--- src/rtl/bank_arb_pkg.sv ---
package bank_arb_pkg;
  typedef logic [1:0] lvl_t;
  localparam lvl_t LV_NONE = 2'd0;
  localparam lvl_t LV_CU   = 2'd1;
  localparam lvl_t LV_IOP  = 2'd2;
  localparam lvl_t LV_DMA  = 2'd3;
  localparam int MAX_BANKS = 39;
endpackage

--- src/rtl/bank_req_decode.sv ---
module bank_req_decode
  import bank_arb_pkg::*;
#(
  parameter int NBANK = 8,
  parameter int NDMA  = 2,
  parameter int NREQ  = 5,
  parameter int BW    = 6
) (
  input  logic [NREQ-1:0]            req_valid,
  input  logic [NREQ*BW-1:0]         req_bank,
  output logic [NBANK-1:0][NREQ-1:0] hit_map,
  output lvl_t [NREQ-1:0]            lvl,
  output logic [NREQ-1:0]            oor
);
  for (genvar r = 0; r < NREQ; r++) begin : g_req
    localparam lvl_t RLVL = (r < NDMA) ? LV_DMA : ((r == NDMA) ? LV_IOP : LV_CU);
    logic [BW-1:0] tgt;
    assign tgt    = req_bank[r*BW +: BW];
    assign lvl[r] = RLVL;
    assign oor[r] = req_valid[r] && (tgt >= BW'(NBANK));
    for (genvar b = 0; b < NBANK; b++) begin : g_bank
      assign hit_map[b][r] = req_valid[r] && (tgt == BW'(b));
    end
  end
endmodule

--- src/rtl/bank_slice.sv ---
module bank_slice
  import bank_arb_pkg::*;
#(
  parameter int NREQ = 5
) (
  input  logic             clk,
  input  logic             rst_n,
  input  logic [NREQ-1:0]  hit,
  input  lvl_t [NREQ-1:0]  lvl,
  output logic [NREQ-1:0]  win
);
  logic busy_q, busy_d;
  lvl_t resv_q, resv_d;
  lvl_t lock_max, win_lvl;
  logic [NREQ-1:0] elig;
  logic taken;

  always_comb begin
    taken   = 1'b0;
    win     = '0;
    win_lvl = LV_NONE;
    for (int r = 0; r < NREQ; r++) begin
      elig[r] = hit[r] && !busy_q && (lvl[r] >= resv_q);
      if (elig[r] && !taken) begin
        win[r]  = 1'b1;
        win_lvl = lvl[r];
        taken   = 1'b1;
      end
    end
    lock_max = LV_NONE;
    for (int r = 0; r < NREQ; r++) begin
      if (hit[r] && !win[r] && (lvl[r] > lock_max)) lock_max = lvl[r];
    end
    resv_d = taken ? LV_NONE : resv_q;
    if ((lock_max >= LV_IOP) && (lock_max > resv_d)) resv_d = lock_max;
    busy_d = taken;
  end

  always_ff @(posedge clk) begin
    if (!rst_n) begin
      busy_q <= 1'b0;
      resv_q <= LV_NONE;
    end else begin
      busy_q <= busy_d;
      resv_q <= resv_d;
    end
  end


  single_grant_chk: assert property (@(posedge clk) disable iff (!rst_n) $onehot0(win));

  busy_block_chk: assert property (@(posedge clk) disable iff (!rst_n) busy_q |-> (win == '0));

  resv_block_chk: assert property (@(posedge clk) disable iff (!rst_n) (|win) |-> (win_lvl >= resv_q));

  resv_clear_chk: assert property (@(posedge clk) disable iff (!rst_n)
    ((|win) && (lock_max < LV_IOP)) |=> (resv_q == LV_NONE));
endmodule

--- src/rtl/bank_interlock_arb.sv ---
module bank_interlock_arb
  import bank_arb_pkg::*;
#(
  parameter int NBANK = 8,
  parameter int NDMA  = 2,
  parameter int NCU   = 2,
  parameter int BW    = 6,
  localparam int NREQ = NDMA + 1 + NCU
) (
  input  logic                clk,
  input  logic                rst_n,
  input  logic [NREQ-1:0]     req_valid,
  input  logic [NREQ*BW-1:0]  req_bank,
  output logic                res_valid,
  output logic [NREQ-1:0]     res_go,
  output logic [NREQ-1:0]     res_lock
);
  logic [NBANK-1:0][NREQ-1:0] hit_map;
  logic [NBANK-1:0][NREQ-1:0] win_map;
  lvl_t [NREQ-1:0]            lvl;
  logic [NREQ-1:0]            oor;
  logic [NREQ-1:0]            go_c, lock_c;

  bank_req_decode #(.NBANK(NBANK), .NDMA(NDMA), .NREQ(NREQ), .BW(BW)) u_dec (
    .req_valid (req_valid),
    .req_bank  (req_bank),
    .hit_map   (hit_map),
    .lvl       (lvl),
    .oor       (oor)
  );

  for (genvar b = 0; b < NBANK; b++) begin : g_slice
    bank_slice #(.NREQ(NREQ)) u_slice (
      .clk   (clk),
      .rst_n (rst_n),
      .hit   (hit_map[b]),
      .lvl   (lvl),
      .win   (win_map[b])
    );
  end

  always_comb begin
    go_c = '0;
    for (int b = 0; b < NBANK; b++) go_c = go_c | win_map[b];
    lock_c = req_valid & ~go_c;
  end

  always_ff @(posedge clk) begin
    if (!rst_n) begin
      res_valid <= 1'b0;
      res_go    <= '0;
      res_lock  <= '0;
    end else begin
      res_valid <= |req_valid;
      res_go    <= go_c;
      res_lock  <= lock_c;
    end
  end


  go_lock_excl_chk: assert property (@(posedge clk) disable iff (!rst_n) (res_go & res_lock) == '0);

  idle_quiet_chk: assert property (@(posedge clk) disable iff (!rst_n) !res_valid |-> ((res_go | res_lock) == '0));

  range_lock_chk: assert property (@(posedge clk) disable iff (!rst_n)
    (|oor) |=> ((res_lock & $past(oor)) == $past(oor)));
endmodule

--- config.mk ---
export PLATFORM = sky130hd
export DESIGN_NAME = bank_interlock_arb
export DESIGN_NICKNAME = d
export VERILOG_FILES = /design/src/rtl/bank_arb_pkg.sv /design/src/rtl/bank_req_decode.sv /design/src/rtl/bank_slice.sv /design/src/rtl/bank_interlock_arb.sv
export SDC_FILE = /design/constraint.sdc
export NUM_CORES = 1
export LEC_CHECK = 0
export CELL_PAD_IN_SITES_DETAIL_PLACEMENT = 1
export CELL_PAD_IN_SITES_GLOBAL_PLACEMENT = 1
export CORE_UTILIZATION = 44
export DETAILED_ROUTE_END_ITERATION = 8
export PLACE_DENSITY = 0.87
export RECOVER_POWER = 25
export SYNTH_ARGS = -nofsm -noshare
export SYNTH_HDL_FRONTEND = slang
export SYNTH_SLANG_ARGS = --single-unit
--- constraint.sdc ---
create_clock -name clk -period 4.9 [get_ports clk]
set_input_delay 0.98 -clock clk [delete_from_list [all_inputs] [get_ports clk]]
set_output_delay 0.98 -clock clk [all_outputs]
set_load 0.02 [all_outputs]
==> metrics.csv <==
metric;value;unit
Die W;89.8;um
Pre-Repair DR Iteration Count;4;
top_reg_cell synth;dfxtp_1;
Worst Reg-to-Reg Cells;11;
H-tree levels;2;
largest cells by area after synthesis;dfxtp_1 21%, a21oi_1 5.9%, ha_1 5.9%, nand2_1 3.8%, o21ai_0 3.5%;
status;finished clean;
Max Fclk;241;MHz
post_cts resized;0;
hold_ws;0.487;ns
sequential element share of the synthesized area;0.207;
clock root buffer;clkbuf_8;
CTS Buffer Depth;2;
starting density of the core;0.460;
top cells by count, synth;40 x a21oi_1, 35 x dfxtp_1, 34 x nand2_1;
crit-path max FO;7;
Cell Pwr Density;163;mW/mm^2
fillcell total;929;
total gr overflow;0;
non-filler cells, final;600;
Rel. slew slack;0.125;
worst path arrival time;4.36;ns
wire per inst;20.6;um
HP Start;g_slice[5].u_slice.resv_q[0];
synthesis-stage register bit count;35;
syn avg cell area;7.42;um^2
setup tns final;0;ns
hpwl dp;9810;um
CTS Buf Count;5;
chip height;89.8;um
Max Cap Violations;0;
layout cells sized above 1;0.0719;
crit path kind;in2reg;
Worst-Skew Late Latency;0.30;ns
RSZ-0062 raised after global routing;false;
Tot GR Track Use;0.313;
vias in the first global route;4015;
post-synth top area share;0.207;
remaining antenna violation count;0;
routability congestion estimate;0.903;
# nets final;553;
Final Cycle Share;0.847;
initial DRC count;249;
Worst-Margin Slew;1.31;ns
post-CTS setup repair buffer count;0;
leakage power;1.50;nW
hold path depth;2;
flop2flop setup slack;2.14;ns
Area Growth Syn to Fin;20.0;%
I/O pin total;48;
CTS tree;built;
Synth Net Count;510;
FF-to-FF End;g_slice[0].u_slice.resv_q[0];
Final Hold Fails;0;
num rows;31;
Post-Syn Area;0.00339;mm^2
initial antenna violation count;0;
asr flop ratio synth;0;
final setup fails;0;
die area;0.00806;mm^2
worst IR drop on VDD;0.000122;V
final WL;12300;um
Tmin final;4.15;ns
Final Core Density;0.552;
power after layout;662;uW
most common cell in the netlist;a21oi_1;
Critical Path RT;5.12;ns
post-synth top area cell;dfxtp_1;
pin count of the biggest net entering global routing;26;
Hold Crit Class;reg2reg;
Post-synth EDFFs;0;
first-pass GRT wire length;20200;um
Placed Instances;592;
WHS Endpoint;g_slice[5].u_slice.resv_q[0];
Worst R2R Start;g_slice[0].u_slice.busy_q;
CP Capture Type;flop;
n_diodes;0;
Pins Over Slew Limit;0;
Via density;6.46;
PortBufs;47;
clk sink count;35;
Clock Skew;0.00516;ns
Hold-fix buffers, CTS;0;
Startpoint Class;input port;
core area;0.00737;mm^2
clock-pin slew of the registers on the worst-case setup and hold paths;0.08;ns
via count;3876;
synth warn;0;
Mapped Cells;457;
post-synth cell types;71;
DR DRC count;0;
==> power by group <==
part	total, mW	switching, mW	internal, mW
clock	0.245	0.116	0.129
sequential	0.293	0.00373	0.289
combinational	0.125	0.0702	0.0546
==> kinds of logic (layout without fill, tap and decap cells) <==
| logic type | count (synthesis) | after routing | synth area share |
|---|---|---|---|
| simple gates | 202 | 202 | 0.355 |
| compound gates | 156 | 156 | 0.305 |
| buf+inv | 38 | 82 | 0.0439 |
| flops | 35 | 35 | 0.207 |
| fa+ha+maj | 23 | 23 | 0.0797 |
| mux | 3 | 3 | 0.00959 |
==> metrics by stage <==
stage          instance area [um^2]  setup WS, ns
3_5_place_dp                   3970         0.443
4_1_cts                        4070         0.741
3_3_place_gp                   3970         0.636
2_1_floorplan                  3390          1.29
6_report                       4070         0.751
5_1_grt                        4070         0.528
==> layout by cell type (no fill, tap or decap), types with 13 or more instances in the layout <==
cell | synthesis | routed
a21oi_1 | 40 | 40
nand3_1 | 23 | 23
ha_1 | 16 | 16
inv_1 | 18 | 18
nor3_1 | 13 | 13
nor2_1 | 32 | 32
nand2_1 | 34 | 34
clkdlybuf4s50_1 | 0 | 37
dfxtp_1 | 35 | 35
o21ai_0 | 24 | 24
==> worst max-delay path by stage <==
| stage | startpoint | endpoint | slack [ns] |
|---|---|---|---|
| global placement | req_valid[1] | g_slice[2].u_slice.resv_q[0] | 0.64 |
| floorplan | req_bank[15] | g_slice[4].u_slice.resv_q[0] | 1.29 |
| global route | req_valid[1] | g_slice[0].u_slice.resv_q[0] | 0.53 |
| finish | req_valid[2] | g_slice[4].u_slice.resv_q[0] | 0.75 |
| detailed placement | req_valid[1] | g_slice[0].u_slice.resv_q[0] | 0.44 |
| CTS | req_valid[2] | g_slice[4].u_slice.resv_q[0] | 0.74 |
==> flip-flops by register name (all words and copies together), names as in the netlist <==
name and cells:
g_slice.u_slice.busy_q 8, g_slice.u_slice.resv_q 16, res_go 5, res_lock 5, res_valid 1
==> cell type report <==
type	count	area, um^2	area share
clock buffer	8	100	0.0246
inverter	18	67.6	0.0166
multi-input combinational	384	2540	0.625
sequential	35	701	0.172
tap	99	124	0.0304
timing repair buffer	56	534	0.131
==> per-layer routing <==
layer  up-vias  track usage  part of all wire
li1       1851            -                 -
met1      1849        0.382              0.41
met2       148        0.542              0.48
met3        28       0.0448             0.073
met4         0        0.141             0.036
met5         -            0                 0
==> critical path, stage by stage <==
cell             delay (ns)
clkdlybuf4s50_1        0.51
or4b_1                 0.63
or4b_1                 0.71
o21a_1                 0.23
o21ai_1                0.18
ha_1                   0.29
nor2b_1                0.16
o21ai_0                0.24
a211oi_1               0.09
a211o_1                0.23
a21oi_1                0.11
No activity file was read; power rests on OpenSTA's default activity.
